`src/rtl/can_fc_pkg.sv`:
```
// Package: shared state type, status-word bit positions and capture type codes
// for the CAN fault-confinement tracker.
package can_fc_pkg;

    typedef enum logic [1:0] {
        FC_ACTIVE  = 2'd0,
        FC_WARN    = 2'd1,
        FC_PASSIVE = 2'd2,
        FC_BUSOFF  = 2'd3
    } fc_state_e;

    localparam int ST_WARN_BIT = 17;
    localparam int ST_PASS_BIT = 18;
    localparam int ST_BOFF_BIT = 19;

    localparam logic [1:0] CAP_T_BIT   = 2'b00;
    localparam logic [1:0] CAP_T_FORM  = 2'b01;
    localparam logic [1:0] CAP_T_STUFF = 2'b10;
    localparam logic [1:0] CAP_T_OTHER = 2'b11;

endpackage

```
`src/rtl/can_err_counters.sv`:
```
// Module: can_err_counters
// Holds the transmit and receive error counts and the sticky bus-off flag.
// Assumes: ADD_W <= 8. An add wins over a decrement in the same cycle.
// The counts freeze while bus-off, and `recover` clears everything.
module can_err_counters #(
    parameter int ADD_W = 4
) (
    input  logic             clk,
    input  logic             rst_n,
    input  logic [ADD_W-1:0] tx_add,
    input  logic             tx_dec,
    input  logic [ADD_W-1:0] rx_add,
    input  logic             rx_dec,
    input  logic             recover,
    output logic [7:0]       tec,
    output logic [7:0]       rec,
    output logic             bus_off
);
    localparam int PADW = 9 - ADD_W;

    logic [8:0] tx_sum;
    logic [8:0] rx_sum;

    // Widened sums so that an overflow past 255 can be detected.
    always_comb begin
        tx_sum = {1'b0, tec} + {{PADW{1'b0}}, tx_add};
        rx_sum = {1'b0, rec} + {{PADW{1'b0}}, rx_add};
    end

    // Transmit count and bus-off entry.
    always_ff @(posedge clk) begin
        if (!rst_n || recover) begin
            tec     <= '0;
            bus_off <= 1'b0;
        end else if (!bus_off) begin
            if (tx_add != '0) begin
                if (tx_sum[8]) begin
                    tec     <= 8'hFF;
                    bus_off <= 1'b1;
                end else begin
                    tec <= tx_sum[7:0];
                end
            end else if (tx_dec && tec != 8'd0) begin
                tec <= tec - 8'd1;
            end
        end
    end

    // Receive count, saturating at 255.
    always_ff @(posedge clk) begin
        if (!rst_n || recover) begin
            rec <= '0;
        end else if (!bus_off) begin
            if (rx_add != '0) begin
                rec <= rx_sum[8] ? 8'hFF : rx_sum[7:0];
            end else if (rx_dec && rec != 8'd0) begin
                rec <= rec - 8'd1;
            end
        end
    end


    busoff_full_count_chk: assert property (@(posedge clk) disable iff (!rst_n)
        $rose(bus_off) |-> tec == 8'hFF);


    busoff_frozen_chk: assert property (@(posedge clk) disable iff (!rst_n)
        (bus_off && $past(bus_off)) |-> ($stable(tec) && $stable(rec)));

endmodule

```
`src/rtl/can_busoff_recovery.sv`:
```
// Module: can_busoff_recovery
// Counts idle conditions (IDLE_BITS consecutive recessive bits) while the node
// is bus-off and the host has released reset mode.
// Assumes: bit_tick is a single-cycle strobe per bit and bus_rx is valid with it.
module can_busoff_recovery #(
    parameter int IDLE_BITS  = 11,
    parameter int IDLE_COUNT = 128
) (
    input  logic clk,
    input  logic rst_n,
    input  logic bus_off,
    input  logic reset_mode,
    input  logic bit_tick,
    input  logic bus_rx,
    output logic grace_done
);
    localparam int RUN_W = $clog2(IDLE_BITS + 1);
    localparam int IDL_W = $clog2(IDLE_COUNT + 1);
    localparam logic [RUN_W-1:0] RUN_LAST = RUN_W'(IDLE_BITS - 1);
    localparam logic [IDL_W-1:0] IDL_LAST = IDL_W'(IDLE_COUNT - 1);

    logic [RUN_W-1:0] run_cnt;
    logic [IDL_W-1:0] idle_cnt;
    logic             armed;
    logic             run_full;

    // Counting is allowed only in bus-off with reset mode released.
    always_comb begin
        armed      = bus_off && !reset_mode;
        run_full   = bit_tick && bus_rx && (run_cnt == RUN_LAST);
        grace_done = armed && run_full && (idle_cnt == IDL_LAST);
    end

    // Recessive-run and idle-condition counters.
    always_ff @(posedge clk) begin
        if (!rst_n || !armed) begin
            run_cnt  <= '0;
            idle_cnt <= '0;
        end else if (bit_tick) begin
            if (!bus_rx) begin
                run_cnt <= '0;
            end else if (run_full) begin
                run_cnt  <= '0;
                idle_cnt <= grace_done ? '0 : idle_cnt + 1'b1;
            end else begin
                run_cnt <= run_cnt + 1'b1;
            end
        end
    end


    idle_range_chk: assert property (@(posedge clk) disable iff (!rst_n)
        (idle_cnt <= IDL_LAST) && (run_cnt <= RUN_LAST));


    hold_in_reset_chk: assert property (@(posedge clk) disable iff (!rst_n)
        $past(reset_mode) |-> (idle_cnt == '0 && run_cnt == '0));

endmodule

```
`src/rtl/can_cap_format.sv`:
```
// Module: can_cap_format
// Packs a bus-error capture into an 8-bit code: bits 7:6 type, bit 5 direction
// (1 = receiving), bits 4:0 position in the frame. Registered; holds when idle.
// Assumes: cap_kind is one-hot {stuff, form, bit}; any other value means "other".
module can_cap_format
    import can_fc_pkg::*;
(
    input  logic       clk,
    input  logic       rst_n,
    input  logic       cap_valid,
    input  logic [4:0] cap_seg,
    input  logic       cap_rx,
    input  logic [2:0] cap_kind,
    output logic [7:0] cap_code,
    output logic       cap_strobe
);
    logic [1:0] kind_code;

    // Map the one-hot kind to the two-bit type field.
    always_comb begin
        case (cap_kind)
            3'b001:  kind_code = CAP_T_BIT;
            3'b010:  kind_code = CAP_T_FORM;
            3'b100:  kind_code = CAP_T_STUFF;
            default: kind_code = CAP_T_OTHER;
        endcase
    end

    // Capture register and its strobe.
    always_ff @(posedge clk) begin
        if (!rst_n) begin
            cap_code   <= '0;
            cap_strobe <= 1'b0;
        end else begin
            cap_strobe <= cap_valid;
            if (cap_valid) begin
                cap_code <= {kind_code, cap_rx, cap_seg};
            end
        end
    end


    cap_hold_chk: assert property (@(posedge clk) disable iff (!rst_n)
        !cap_strobe |-> $stable(cap_code) || $past(!rst_n));


    cap_dir_chk: assert property (@(posedge clk) disable iff (!rst_n)
        cap_strobe |-> (cap_code[5] == $past(cap_rx)));

endmodule

```
`src/rtl/can_fault_conf.sv`:
```
// Module: can_fault_conf (top)
// Derives the fault-confinement state from the error counts and builds the
// status word. Raises state-change events, aborts pending slots on bus-off
// entry and signals the queue drain when recovery completes.
// Assumes: the counter update rules are applied upstream by the bit engine.
module can_fault_conf
    import can_fc_pkg::*;
#(
    parameter int ADD_W         = 4,
    parameter int SLOTS         = 16,
    parameter int WARN_LIMIT    = 96,
    parameter int PASSIVE_LIMIT = 128,
    parameter int IDLE_BITS     = 11,
    parameter int IDLE_COUNT    = 128
) (
    input  logic             clk,
    input  logic             rst_n,
    input  logic [ADD_W-1:0] tx_err_add,
    input  logic             tx_ok_dec,
    input  logic [ADD_W-1:0] rx_err_add,
    input  logic             rx_ok_dec,
    input  logic [SLOTS-1:0] tx_pending,
    input  logic             host_reset_mode,
    input  logic             bit_tick,
    input  logic             bus_rx,
    input  logic             cap_valid,
    input  logic [4:0]       cap_seg,
    input  logic             cap_rx,
    input  logic [2:0]       cap_kind,
    output logic [31:0]      status_word,
    output logic             state_evt,
    output logic [31:0]      evt_status,
    output logic [SLOTS-1:0] abort_mask,
    output logic             tx_drain,
    output logic [7:0]       cap_code,
    output logic             cap_strobe
);
    localparam logic [7:0] WARN_TH = 8'(WARN_LIMIT);
    localparam logic [7:0] PASS_TH = 8'(PASSIVE_LIMIT);

    logic [7:0] tec;
    logic [7:0] rec;
    logic       bus_off;
    logic       grace_done;
    fc_state_e  state;
    fc_state_e  prev_state;

    can_err_counters #(.ADD_W(ADD_W)) u_counters (
        .clk     (clk),
        .rst_n   (rst_n),
        .tx_add  (tx_err_add),
        .tx_dec  (tx_ok_dec),
        .rx_add  (rx_err_add),
        .rx_dec  (rx_ok_dec),
        .recover (grace_done),
        .tec     (tec),
        .rec     (rec),
        .bus_off (bus_off)
    );

    can_busoff_recovery #(.IDLE_BITS(IDLE_BITS), .IDLE_COUNT(IDLE_COUNT)) u_recovery (
        .clk        (clk),
        .rst_n      (rst_n),
        .bus_off    (bus_off),
        .reset_mode (host_reset_mode),
        .bit_tick   (bit_tick),
        .bus_rx     (bus_rx),
        .grace_done (grace_done)
    );

    can_cap_format u_cap (
        .clk        (clk),
        .rst_n      (rst_n),
        .cap_valid  (cap_valid),
        .cap_seg    (cap_seg),
        .cap_rx     (cap_rx),
        .cap_kind   (cap_kind),
        .cap_code   (cap_code),
        .cap_strobe (cap_strobe)
    );

    // State from the counts, with bus-off taking priority over passive and warning.
    always_comb begin
        if (bus_off)
            state = FC_BUSOFF;
        else if (tec >= PASS_TH || rec >= PASS_TH)
            state = FC_PASSIVE;
        else if (tec >= WARN_TH || rec >= WARN_TH)
            state = FC_WARN;
        else
            state = FC_ACTIVE;
    end

    // Remember the previous state to detect transitions.
    always_ff @(posedge clk) begin
        if (!rst_n) prev_state <= FC_ACTIVE;
        else        prev_state <= state;
    end

    // Delay the end of the grace period to line up with the cleared counters.
    always_ff @(posedge clk) begin
        if (!rst_n) tx_drain <= 1'b0;
        else        tx_drain <= grace_done;
    end

    // Status word, events and the abort mask.
    always_comb begin
        status_word = '0;
        status_word[7:0]         = rec;
        status_word[15:8]        = tec;
        status_word[ST_WARN_BIT] = (state == FC_WARN);
        status_word[ST_PASS_BIT] = (state == FC_PASSIVE);
        status_word[ST_BOFF_BIT] = (state == FC_BUSOFF);
        state_evt  = (state != prev_state) && (state != FC_BUSOFF);
        evt_status = status_word;
        abort_mask = (state == FC_BUSOFF && prev_state != FC_BUSOFF) ? tx_pending : '0;
    end


    flag_exclusive_chk: assert property (@(posedge clk) disable iff (!rst_n)
        $onehot0(status_word[ST_BOFF_BIT:ST_WARN_BIT]));


    abort_only_busoff_chk: assert property (@(posedge clk) disable iff (!rst_n)
        (abort_mask != '0) |-> bus_off);


    drain_clean_chk: assert property (@(posedge clk) disable iff (!rst_n)
        tx_drain |-> (tec == 8'd0 && rec == 8'd0 && !bus_off));


    evt_after_drain_chk: assert property (@(posedge clk) disable iff (!rst_n)
        tx_drain |-> state_evt);

endmodule

```
`config.mk`:
```
export PLATFORM = sky130hd
export DESIGN_NAME = can_fault_conf
export DESIGN_NICKNAME = d
export VERILOG_FILES = /design/src/rtl/can_fc_pkg.sv /design/src/rtl/can_err_counters.sv /design/src/rtl/can_busoff_recovery.sv /design/src/rtl/can_cap_format.sv /design/src/rtl/can_fault_conf.sv
export SDC_FILE = /design/constraint.sdc
export NUM_CORES = 1
export LEC_CHECK = 0
export BUFFER_PORTS_ARGS = -buffer_cell sky130_fd_sc_hd__buf_2
export CORE_MARGIN = 10
export CORE_UTILIZATION = 49
export CTS_CLUSTER_DIAMETER = 100
export CTS_CLUSTER_SIZE = 16
export DETAILED_ROUTE_END_ITERATION = 12
export PLACE_DENSITY = 0.86
export SLEW_MARGIN = 20
export SYNTH_ARGS = -nofsm -noshare
export SYNTH_HDL_FRONTEND = slang
export SYNTH_SLANG_ARGS = --single-unit
```
`constraint.sdc`:
```
create_clock -name clk -period 2.5 [get_ports clk]
set_input_delay 0.375 -clock clk [delete_from_list [all_inputs] [get_ports clk]]
set_output_delay 0.375 -clock clk [all_outputs]
set_load 0.02 [all_outputs]
```
* Word-level counts from Yosys, hierarchy flattened
Cells that the tools add are included.
** Word-level totals
- Register bits after elaboration :: 41
- Logic and storage cells :: 73
- Output and inout bits :: 91
- Input port bits :: 41
** Cells by class
- Add/sub/neg operators :: 6
- $lt $le $gt $ge :: 4
- Bitwise operators :: 1
- Eq/ne operators :: 11
- Reductions and logical operators :: 25
- Multiplexer cells :: 17
** Operator list (number)
- $mux W8 :: 7
- $add A8 B4 Y9 :: 2
- $ge A8 B7 Y1 const B :: 2
- $ge A8 B8 Y1 const B :: 2
- $mux W16 :: 1
- $reduce_bool A8 Y1 :: 2
- $sub A8 B1 Y8 const B :: 2
- $logic_and A1 B1 Y1 :: 9
- $add A8 B1 Y8 const B :: 1
- $eq A8 B7 Y1 const B :: 1
- $mux W4 :: 2
- $reduce_bool A4 Y1 :: 2
- $pmux W2 S3 :: 1
- $add A4 B1 Y4 const B :: 1
- $eq A2 B2 Y1 const B :: 2
- $eq A4 B4 Y1 const B :: 1
- $logic_or A1 B1 Y1 :: 4
- $mux W1 :: 4
- $mux W2 :: 2
- $ne A2 B2 Y1 const B :: 2
- $reduce_and A2 Y1 :: 2
- $reduce_bool A2 Y1 :: 2
- $eq A3 B1 Y1 const B :: 1
- $eq A3 B2 Y1 const B :: 1
- other kinds (6) :: 8

* Longest topological paths before layout
Gate-level depths: netlist (run 1).
- Word-level depth :: 8
- Mapped depth :: 8
- Gate-level depth less buffers :: 7

* Cells and area by module
Synthesis (run 1) repeated with hierarchy kept, for this count alone.
** Unflattened totals
- Cells, all modules :: 377
- Area, all modules :: 3174.3 µm²
** Modules (own cells, without submodules)
- can_err_counters :: area each 1498.9 µm², times used 1, sequential area each 340.3 µm², cells each 186
- can_busoff_recovery :: area each 701.9 µm², times used 1, sequential area each 240.2 µm², cells each 80
- can_fault_conf :: area each 630.6 µm², times used 1, sequential area each 60.1 µm², cells each 80
- can_cap_format :: area each 342.8 µm², times used 1, sequential area each 180.2 µm², cells each 31

* Worst setup path after synthesis (run 1)
Ideal clock, no wire load.
- Kind :: reg-to-output
- From :: register u_counters.rec[5]
- To :: output status_word[17]
- Path slack :: 347 ps
- Data required time :: 2125 ps
- Data arrival time :: 1778 ps
- Cell stages (with the launch flop) :: 5
- Buffers on the path :: 2
- Cell sequence :: dfxtp_1 > buf_2 > a22oi_1 > nor4_1 > buf_4
** On the way
- Cells in the longest elaborated chain, start to end :: 6
- Elaborated cells on any way between the ends :: 8
- Classes of those cells :: order compare: 2; eq/ne: 1; mux: 3; reduce/logical: 2
** RTL lines
- from (decl) :: RTL line can_err_counters.sv:16 : output logic [7:0] rec,
- from (signal assigned) :: RTL line can_err_counters.sv:55 : rec <= rx_sum[8] ? 8'hFF : rx_sum[7:0];
- from (signal assigned) :: RTL line can_err_counters.sv:57 : rec <= rec - 8'd1;
- $ge A8 B7 Y1 :: RTL line can_fault_conf.sv:88 : else if (tec >= WARN_TH || rec >= WARN_TH)
- $logic_or A1 B1 Y1 :: RTL line can_fault_conf.sv:88
- $mux W1 :: RTL line can_fault_conf.sv:88
- $mux W2 * :: RTL line can_fault_conf.sv:86 : else if (tec >= PASS_TH || rec >= PASS_TH)
- $mux W2 * :: RTL line can_fault_conf.sv:84 : if (bus_off)
- $eq A2 B1 Y1 * :: RTL line can_fault_conf.sv:111 : status_word[ST_WARN_BIT] = (state == FC_WARN);
- to (decl) :: RTL line can_fault_conf.sv:30 : output logic [31:0] status_word,
Mark *: on every way between the ends. The rest lies on a longest branch, timed or not.

* Worst setup path in the final report (run 1)
- From :: register u_counters.tec[6]
- To :: output state_evt
** On the way
- Cells in the longest elaborated chain, start to end :: 7
- Elaborated cells on any way between the ends :: 10
- Classes of those cells :: order compare: 2; eq/ne: 2; mux: 3; reduce/logical: 3
** RTL lines
- from (decl) :: RTL line can_err_counters.sv:15 : output logic [7:0] tec,
- from (signal assigned) :: RTL line can_err_counters.sv:41 : tec <= tx_sum[7:0];
- from (signal assigned) :: RTL line can_err_counters.sv:44 : tec <= tec - 8'd1;
- $ge A8 B7 Y1 :: RTL line can_fault_conf.sv:88
- $logic_or A1 B1 Y1 :: RTL line can_fault_conf.sv:88
- $mux W1 :: RTL line can_fault_conf.sv:88
- $mux W2 * :: RTL line can_fault_conf.sv:86
- $mux W2 * :: RTL line can_fault_conf.sv:84
- $ne A2 B2 Y1 :: RTL line can_fault_conf.sv:114 : state_evt = (state != prev_state) && (state != FC_BUSOFF);
- $logic_and A1 B1 Y1 * :: RTL line can_fault_conf.sv:114
- to (decl) :: RTL line can_fault_conf.sv:31 : output logic state_evt,
Marked as above.

==> results of run 1 <==
-- flip-flops by register name, summed over array words and instances, names as in the netlist --
signal / cells
u_recovery.run_cnt: 4
u_cap.cap_strobe: 1
prev_state: 2
tx_drain: 1
u_recovery.idle_cnt: 8
u_counters.bus_off: 1
u_counters.rec: 8
u_cap.cap_code: 8
u_counters.tec: 8
-- metrics by stage --
| stage | power [mW] | worst slack, ns | utilization, % | area [um2] | hold WS, ns |
|---|---|---|---|---|---|
| finish | 2.18 | 0.265 | 58.7 | 3520 | 0.346 |
| global route | 2.32 | 0.154 | 58.7 | 3520 | 0.365 |
| CTS | 2.18 | 0.0803 | 58.6 | 3510 | 0.341 |
| detailed placement | 1.76 | 0.0948 | 57.2 | 3420 | 0.485 |
| global placement | 1.73 | 0.269 | 57.2 | 3420 | 0.473 |
| floorplan | 1.57 | 0.347 | - | 3170 | 0.458 |
-- synth_stat cells, drive strengths merged, types with 3 or more instances --
cell,number,area [um2]
and2,19,119
a21o,3,22.5
or3,6,37.5
nor2b,9,56.3
o22ai,4,25.0
a311oi,3,38.8
dfxtp,41,821
nor4,7,65.1
nand3,11,55.1
nor3,9,50.1
o21ai,16,83.8
nand4,6,37.5
o211ai,3,22.5
nand2,11,41.3
or4,3,30.0
o221ai,4,35.0
ha,15,188
a21oi,21,105
clkbuf,7,26.3
nor2,30,123
xnor2,9,78.8
inv,10,37.5
o2bb2ai,4,35.0
buf,56,419
nand2b,5,31.3
a211oi,6,50.1
nor3b,3,27.5
mux2i,6,60.1
xor2,9,78.8
-- power by group through the flow --
| stage | Combinational [mW] | Sequential [mW] | Clock (mW) |
|---|---|---|---|
| floorplan | 0.699 | 0.869 | 0 |
| global placement | 0.926 | 0.807 | 0 |
| detailed placement | 0.950 | 0.811 | 0 |
| CTS | 0.953 | 0.796 | 0.435 |
| global route | 1.05 | 0.809 | 0.454 |
| finish | 0.962 | 0.797 | 0.422 |
-- metal layers --
layer  vias up  wire (um)  share of wire [%]
met5         -          0                  0
met1      1347       3310                 40
met4         0        103                1.3
met2       130       3980                 48
met3         9        831                 10
li1       1394          -                  -
-- worst reg2reg max path, delay by kind of cell, from the launching register on --
| family | cells | cell delay (ns) |
|---|---|---|
| AOI/OAI and AO/OA | 3 | 0.53 |
| and+or+nand+nor | 2 | 0.51 |
| DFF | 1 | 0.38 |
| adders and majority gates | 2 | 0.65 |
-- final cells by class --
cell class | count | area, um2 | area share [%]
multi-input cells | 275 | 1870 | 53.2
flip-flops and latches | 41 | 821 | 23.3
repair buffers | 116 | 608 | 17.3
well taps | 75 | 93.8 | 2.67
clock buffers | 5 | 68.8 | 1.96
inverters | 10 | 37.5 | 1.07
clock inverters | 3 | 17.5 | 0.498
-- logic make-up (layout without fill, tap and decap cells) --
kind of cell | after synthesis | in the layout | share of synthesized area [%]
XOR/XNOR | 18 | 18 | 5.13
AO/OA/AOI/OAI | 81 | 81 | 19.0
buffers and inverters | 73 | 134 | 15.7
multiplexers | 6 | 6 | 1.95
other | 1 | 26 | 0.122
flip-flops | 41 | 41 | 26.7
adder cells (fa/ha/maj) | 17 | 17 | 7.41
AND/OR/NAND/NOR | 127 | 127 | 23.9
-- cells in the final DEF (no fill, tap or decap), drive strengths merged, types with 6 or more instances in the layout --
| cell type | Yosys | layout |
|---|---|---|
| nor3 | 9 | 9 |
| a211oi | 6 | 6 |
| ha | 15 | 15 |
| or3 | 6 | 6 |
| buf | 56 | 116 |
| o21ai | 16 | 16 |
| nor2 | 30 | 30 |
| conb | 1 | 26 |
| nor4 | 7 | 7 |
| a21oi | 21 | 21 |
| nand3 | 11 | 11 |
| nand2 | 11 | 11 |
| xnor2 | 9 | 9 |
| nor2b | 9 | 9 |
| xor2 | 9 | 9 |
| and2 | 19 | 19 |
| nand4 | 6 | 6 |
| inv | 10 | 10 |
| mux2i | 6 | 6 |
| dfxtp | 41 | 41 |
-- path summary, 6_finish.rpt --
check | to | cells past startpoint | startpoint | slack, ns
max | state_evt | 5 | u_counters.tec[6] | 0.27
max reg2reg | u_counters.tec[5] | 7 | u_counters.tec[0] | 0.31
min | u_cap.cap_code[1] | 3 | cap_seg[1] | 0.35
min reg2reg | u_recovery.run_cnt[3] | 2 | u_recovery.run_cnt[3] | 0.50
==> impl_metrics.py, run 1 <==
metrics = {
    "layout": {
        "final_nets": 507,
        "layout-drive-gt1-share_pct": 31.1,
        "fin_cells": 525,
        "area_growth_pct": 14.4,
        "fill_cells": 549,
        "num_antenna_cells": 0,
    },
    "timing": {
        "final_hold_viol_count": 0,
        "rsz0062_at_grt": "no",
        "tightest_slew_ns": 0.648,
        "max_freq_ghz": 0.447,
        "slew_headroom_pct": 56.7,
        "finalCritPeriodShare_pct": 89.4,
        "drv_slew": 0,
        "fin_setup_tns_ns": 0,
        "layout_min_cycle_time_ns": 2.23,
        "skew_ns": 0.00471,
        "finalSetupViolCount": 0,
    },
    "setup_path": {
        "critPathSlowestCell": "dfxtp_1",
        "worstPathArrival_ns": 1.86,
        "end_kind": "primary output",
        "crit_family": "flip-flops",
        "critPathLaunchType": "flip-flop",
        "cp_cell_sequence": "a22oi_1 > xnor2_1 > nor4_1 > nor3_1 > buf_2",
        "crit_path_max_incr_delay_ns": 0.42,
        "critical_path_class": "flip-flop to primary output",
        "critical_path.max_fanout": 9,
        "path_buf_inv": 1,
        "crit_required_ns": 2.12,
    },
    "global_route": {
        "grt.overflow.total": 0,
        "antenna_found_initial": 0,
        "grt_usage_pct": 15.6,
        "grt_max_degree": 17,
        "grt_pass1_wl_mm": 13.5,
        "met1_usage_pct": 17.7,
        "grt_pass1_vias": 2930,
        "grt_util_met3_pct": 5.81,
        "met2_usage_pct": 26.8,
        "top_usage_layer": "met2",
    },
    "clock_tree": {
        "clock_sinks": 41,
        "postCtsSetupRepairBufs": 0,
        "insertion_delay_ns": 0.29,
        "cts_tree": "yes",
        "clockRootBuffer": "clkbuf_8",
        "path_clk_slew_ns": 0.08,
        "h-tree-depth": 2,
        "clockBufferDepth": 2,
        "ctsHoldBuffers": 0,
        "numCtsBuffers": 5,
        "cts_resized": 0,
    },
    "drt": {
        "drc": 0,
        "via_count": 2880,
        "drtAntennaViolNets": 0,
        "routed_via_density": 5.49,
        "routed_wl_mm": 8.23,
        "drt-initial-drc-count": 133,
        "drt_first_pass_iters": 4,
        "wl_per_cell_um": 15.7,
    },
    "job": {
        "cap_violations": 0,
    },
    "yosys": {
        "yosys_warnings": 0,
        "synthesis.instances": 364,
        "syn_area_per_cell_um2": 8.45,
        "synth_edf_count": 0,
        "ys_ff_latch": 41,
        "ys.flop_type": "dfxtp_1",
        "synth-async-reset-ratio_pct": 0,
        "ys_seq_area_share_pct": 26.7,
        "synth.cell_area_mm2": 0.00307,
        "ys_types": 64,
    },
    "pwr": {
        "intPower_mw": 1.28,
        "cellLeakagePower_nw": 1.66,
        "vdd_drop_max_uv": 294,
        "p_sw_share_pct": 41.2,
        "p_switching_uw": 899,
        "power_frac_clock_pct": 19.3,
        "p_seq_share_pct": 36.5,
        "p_comb_share_pct": 44.1,
        "cellPowerDensity_mw_per_mm2": 620,
    },
    "hold_path": {
        "hold_path_class": "input port to flip-flop",
    },
    "floorplanning": {
        "core_mm2": 0.00599,
        "dieHeight_um": 99.2,
        "dieArea_mm2": 0.00984,
        "start_util_pct": 51.3,
        "ios": 132,
        "row_count": 28,
        "die_x_um": 99.2,
    },
    "placed_design": {
        "gp_congestion": 0.931,
        "placedCellCount": 517,
        "hpwl_mm": 6.68,
        "io_buffers": 105,
    },
    "outcome": {
        "outcome": "finished, final reports clean",
    },
}
No activity file was read; power rests on OpenSTA's default activity.
==> run 2: changes to the inputs <==
Settings changed: BUFFER_PORTS_ARGS -buffer_cell sky130_fd_sc_hd__buf_2 to default, CORE_UTILIZATION 49 to 64, DONT_BUFFER_PORTS from default to 1, PLACE_DENSITY 0.86 to 0.84.
==> run 2 against run 1 <==
  * Via count fell by 12%
  * Sequential share of layout area rose by 2.9 points
  * Global-route usage rose by 2.5 points
  * Register-to-register slack improved by 0.09 ns
  * First-iteration DRC count rose by 25%
  * Critical endpoint unchanged
  * Count of clock-buffer cells in the layout rose by 1
  * Clock power rose by 36%
  * Combinational power fell by 8.7%
  * Non-clock buffer count fell by 89
==> impl_metrics.py, run 2 (same netlist as run 1, synthesis figures left out) <==
metrics = {
    "clock_tree": {
        "path_clk_slew_ns": 0.09,
        "cts_tree": "yes",
        "clockBufferDepth": 2,
        "h-tree-depth": 2,
        "insertion_delay_ns": 0.31,
        "ctsHoldBuffers": 0,
        "clock_sinks": 41,
        "postCtsSetupRepairBufs": 0,
        "numCtsBuffers": 5,
        "cts_resized": 0,
        "clockRootBuffer": "clkbuf_8",
    },
    "global_route": {
        "grt.overflow.total": 0,
        "grt_max_degree": 17,
        "grt_usage_pct": 18.1,
        "grt_pass1_wl_mm": 11.6,
        "grt_pass1_vias": 2406,
        "antenna_found_initial": 0,
    },
    "layout": {
        "layout_common_cells": "dfxtp_1, nor2_1, buf_4, conb_1, a21oi_1",
        "final_common_cell": "dfxtp_1",
        "num_antenna_cells": 0,
        "area_growth_pct": 1.71,
        "layout-drive-gt1-share_pct": 14.4,
        "fill_cells": 391,
        "final_cell_area_mm2": 0.00313,
        "finish.utilization_pct": 66.6,
        "final_nets": 418,
    },
    "timing": {
        "tightest_slew_ns": 0.637,
        "rsz0062_at_grt": "no",
        "finalSetupViolCount": 0,
        "skew_ns": 0.00885,
        "max_freq_ghz": 0.429,
        "final_hold_viol_count": 0,
        "fin_setup_tns_ns": 0,
        "finalCritPeriodShare_pct": 93.2,
        "fin_ws_ns": 0.170,
        "drv_slew": 0,
        "layout_min_cycle_time_ns": 2.33,
        "slew_headroom_pct": 57.4,
    },
    "placed_design": {
        "placed_area_mm2": 0.00300,
        "gp_congestion": 0.859,
        "hpwl_mm": 6.06,
        "io_buffers": 0,
        "pre_cts_ws_ns": 0.213,
    },
    "pwr": {
        "power_mw": 2.24,
        "intPower_mw": 1.37,
        "p_seq_share_pct": 35.3,
        "vdd_drop_max_uv": 363,
        "p_switching_uw": 873,
        "p_comb_share_pct": 39.1,
        "cellPowerDensity_mw_per_mm2": 717,
        "p_sw_share_pct": 38.9,
        "power_frac_clock_pct": 25.6,
        "cellLeakagePower_nw": 1.26,
    },
    "setup_path": {
        "end_kind": "primary output",
        "critical_path.max_fanout": 10,
        "crit_required_ns": 2.12,
        "critPathLaunchType": "flip-flop",
        "critical_path_class": "flip-flop to primary output",
        "worstPathArrival_ns": 1.95,
    },
    "drt": {
        "routed_via_density": 6.09,
        "wl_per_cell_um": 18.3,
        "drt-initial-drc-count": 166,
        "drt_first_pass_iters": 5,
        "via_count": 2527,
        "drc": 0,
        "routed_wl_mm": 7.61,
        "drtAntennaViolNets": 0,
    },
    "hold_path": {
        "hold_path_class": "input port to flip-flop",
    },
    "floorplanning": {
        "core_mm2": 0.00469,
        "start_util_pct": 65.5,
        "row_count": 25,
        "dieHeight_um": 89.3,
        "ios": 132,
        "die_x_um": 89.3,
        "dieArea_mm2": 0.00798,
    },
    "job": {
        "cap_violations": 0,
    },
    "outcome": {
        "outcome": "finished, final reports clean",
    },
}
-- run 2: changes by cell type in the layout (fill, tap and decap cells not counted), sizes merged --
cell	before	now
buf	116	27
clkbuf	5	6
clkinv	2	0
bufinv	0	1
-- run 2: power by group through the flow --
stage               clock network, mW  registers, mW  logic [mW]
floorplan                           0          0.869       0.699
global placement                    0          0.804       0.842
detailed placement                  0          0.806       0.863
CTS                             0.582          0.791       0.867
global route                    0.605          0.802       0.961
finish                          0.573          0.792       0.878
-- run 2: routing by layer --
metal	track usage [%]	part of all wire, %	vias to the layer above
met4	6.50	1.5	0
met3	5.38	10	11
li1	-	-	1217
met1	20.9	40	1164
met5	0	0	-
met2	31.0	48	135
-- run 2: path summary, 6_finish.rpt --
kind / from / endpoint / slack (ns) / depth (start not counted)
max: u_counters.tec[5] / state_evt / 0.17 / 6
min: cap_valid / u_cap.cap_code[6] / 0.16 / 1
max reg2reg: u_counters.tec[0] / u_counters.tec[5] / 0.40 / 7
min reg2reg: u_recovery.run_cnt[3] / u_recovery.run_cnt[3] / 0.49 / 2
-- run 2: critical path: stages, from the launching register on --
cell,delay (ns)
dfxtp_1,0.33
buf_4,0.20
a22oi_1,0.38
xnor2_1,0.17
nor4_1,0.06
nor3_1,0.30
buf_4,0.21
-- run 2: cell type report --
cell class / count / area [um2] / area share, %
Sequential cell: 41 / 821 / 26.3
Clock buffer: 6 / 82.6 / 2.64
Timing Repair Buffer: 27 / 203 / 6.48
Tap cell: 54 / 67.6 / 2.16
Clock inverter: 2 / 37.5 / 1.20
Inverter: 10 / 37.5 / 1.20
Multi-Input combinational cell: 275 / 1880 / 60.1
-- run 2: per-stage QoR --
stage	hold slack, ns	cells
after detailed placement	0.473	407
final	0.155	415
after global routing	0.137	415
after floorplan	0.458	389
after CTS	0.146	415
after global placement	0.467	407
==> run 3: changes to the inputs <==
Settings changed: CELL_PAD_IN_SITES_DETAIL_PLACEMENT from default to 1, CELL_PAD_IN_SITES_GLOBAL_PLACEMENT from default to 1, CORE_UTILIZATION 64 to 46, PLACE_DENSITY 0.84 to 0.85.
==> run 3 against run 2 <==
  * Maximum frequency increased by 2.2%
  * Die area increased by 30%
  * Sequential power increased by 1%
  * Clock power decreased by 20%
  * Global-route usage decreased by 1.9 points
  * Critical endpoint unchanged
  * First-iteration DRC count decreased by 23%
  * Wire length increased by 14%
  * Sequential share of layout area decreased by 0.052 points
  * Core utilization decreased by 18 points
  * Setup slack improved by 0.050 ns
==> impl_metrics.py, run 3 (same netlist as run 1, synthesis figures left out) <==
metrics = {
    "outcome": {
        "outcome": "finished, final reports clean",
    },
    "layout": {
        "final_common_cell": "dfxtp_1",
        "layout_common_cells": "dfxtp_1, buf_4, nor2_1, conb_1, a21oi_1",
        "layout-drive-gt1-share_pct": 14.9,
        "area_growth_pct": 1.91,
        "num_antenna_cells": 0,
        "final_nets": 420,
        "fill_cells": 777,
        "finish.utilization_pct": 48.8,
    },
    "floorplanning": {
        "dieArea_mm2": 0.0104,
        "dieHeight_um": 102,
        "die_x_um": 102,
        "ios": 132,
        "start_util_pct": 47.9,
        "core_mm2": 0.00642,
        "row_count": 29,
    },
    "clock_tree": {
        "path_clk_slew_ns": 0.09,
        "h-tree-depth": 2,
        "cts_tree": "yes",
        "insertion_delay_ns": 0.30,
        "cts_resized": 0,
        "postCtsSetupRepairBufs": 0,
        "clock_sinks": 41,
        "numCtsBuffers": 5,
        "clockBufferDepth": 2,
        "clockRootBuffer": "clkbuf_8",
        "ctsHoldBuffers": 0,
    },
    "setup_path": {
        "worstPathArrival_ns": 1.91,
        "crit_required_ns": 2.12,
        "end_kind": "primary output",
        "critical_path.max_fanout": 4,
        "crit_path_max_incr_delay_ns": 0.42,
        "cp_cell_sequence": "a22oi_1 > xnor2_1 > nor4_1 > nor3_1 > buf_4",
        "critPathSlowestCell": "dfxtp_1",
        "critical_path_class": "flip-flop to primary output",
        "critPathLaunchType": "flip-flop",
    },
    "pwr": {
        "power_mw": 2.16,
        "power_frac_clock_pct": 21.3,
        "intPower_mw": 1.24,
        "cellPowerDensity_mw_per_mm2": 689,
        "p_seq_share_pct": 37.2,
        "cellLeakagePower_nw": 1.25,
        "p_comb_share_pct": 41.5,
        "vdd_drop_max_uv": 345,
        "p_sw_share_pct": 42.6,
        "p_switching_uw": 919,
    },
    "drt": {
        "routed_via_density": 5.82,
        "drc": 0,
        "drt-initial-drc-count": 127,
        "wl_per_cell_um": 19.7,
        "drt_first_pass_iters": 4,
        "via_count": 2561,
        "routed_wl_mm": 8.69,
        "drtAntennaViolNets": 0,
    },
    "global_route": {
        "grt.overflow.total": 0,
        "grt_pass1_wl_mm": 13.7,
        "grt_pass1_vias": 2713,
        "grt_usage_pct": 16.2,
        "antenna_found_initial": 0,
        "grt_max_degree": 17,
    },
    "timing": {
        "rsz0062_at_grt": "no",
        "finalCritPeriodShare_pct": 91.2,
        "finalSetupViolCount": 0,
        "final_hold_viol_count": 0,
        "slew_headroom_pct": 60.5,
        "tightest_slew_ns": 0.591,
        "layout_min_cycle_time_ns": 2.28,
        "drv_slew": 0,
        "skew_ns": 0.00448,
        "max_freq_ghz": 0.439,
        "fin_setup_tns_ns": 0,
        "fin_ws_ns": 0.220,
        "timing.hold.ws_ns": 0.151,
    },
    "placed_design": {
        "pre_cts_ws_ns": 0.317,
        "gp_congestion": 0.880,
        "hpwl_mm": 7.05,
        "io_buffers": 0,
    },
    "job": {
        "cap_violations": 0,
    },
    "hold_path": {
        "hold_path_class": "input port to flip-flop",
    },
}
-- run 3: cell types whose count changed in the layout (fill, tap and decap cells not counted) --
| cell | change |
|---|---|
| bufinv_16 | -1 |
| clkbuf_8 | -1 |
| buf_4 | +2 |
| inv_6 | +1 |
| a211oi_2 | +1 |
| clkinv_2 | +1 |
| a211oi_4 | -1 |
-- run 3: per-stage QoR --
| step | std cells | cell area [um2] |
|---|---|---|
| 3_5_place_dp | 432 | 3040 |
| 6_report | 440 | 3130 |
| 2_1_floorplan | 389 | 3170 |
| 4_1_cts | 440 | 3130 |
| 3_3_place_gp | 432 | 3040 |
| 5_1_grt | 440 | 3130 |
-- run 3: power by group through the flow --
stage / combinational (mW) / sequential [mW] / clock, mW
after floorplan: 0.699 / 0.869 / 0
after global placement: 0.846 / 0.815 / 0
after detailed placement: 0.889 / 0.818 / 0
after CTS: 0.895 / 0.803 / 0.467
after global routing: 0.981 / 0.815 / 0.494
final: 0.896 / 0.802 / 0.460
-- run 3: path summary, 6_finish.rpt --
| path | from | endpoint | slack (ns) | cells after the start |
|---|---|---|---|---|
| worst max-delay path | u_counters.rec[6] | state_evt | 0.22 | 5 |
| worst min-delay path | cap_valid | u_cap.cap_code[7] | 0.15 | 1 |
| worst max register to register | u_counters.rec[1] | u_counters.rec[7] | 0.30 | 7 |
| worst min register to register | u_recovery.run_cnt[3] | u_recovery.run_cnt[3] | 0.50 | 2 |
-- run 3: final cells by class --
class,instances,area [um2],area share (%)
multi-input combinational,275,1870,59.7
sequential,41,821,26.2
timing repair buffer,29,218,6.95
tap,77,96.3,3.08
clock buffer,5,68.8,2.20
inverter,10,37.5,1.20
clock inverter,3,21.3,0.679
-- run 3: layer usage --
layer	track usage [%]	vias up	wire [um]
li1	-	1219	-
met1	18.0	1225	3530
met2	29.3	108	4410
met3	4.77	9	684
met4	4.51	0	65
met5	0	-	0
-- run 3: worst max-delay path: cells and delay by family, from the launching register on --
family,cells,cell delay [ns]
XOR/XNOR,1,0.19
AO/OA/AOI/OAI,1,0.40
buffers and inverters,1,0.21
AND/OR/NAND/NOR,2,0.38
flip-flops,1,0.42
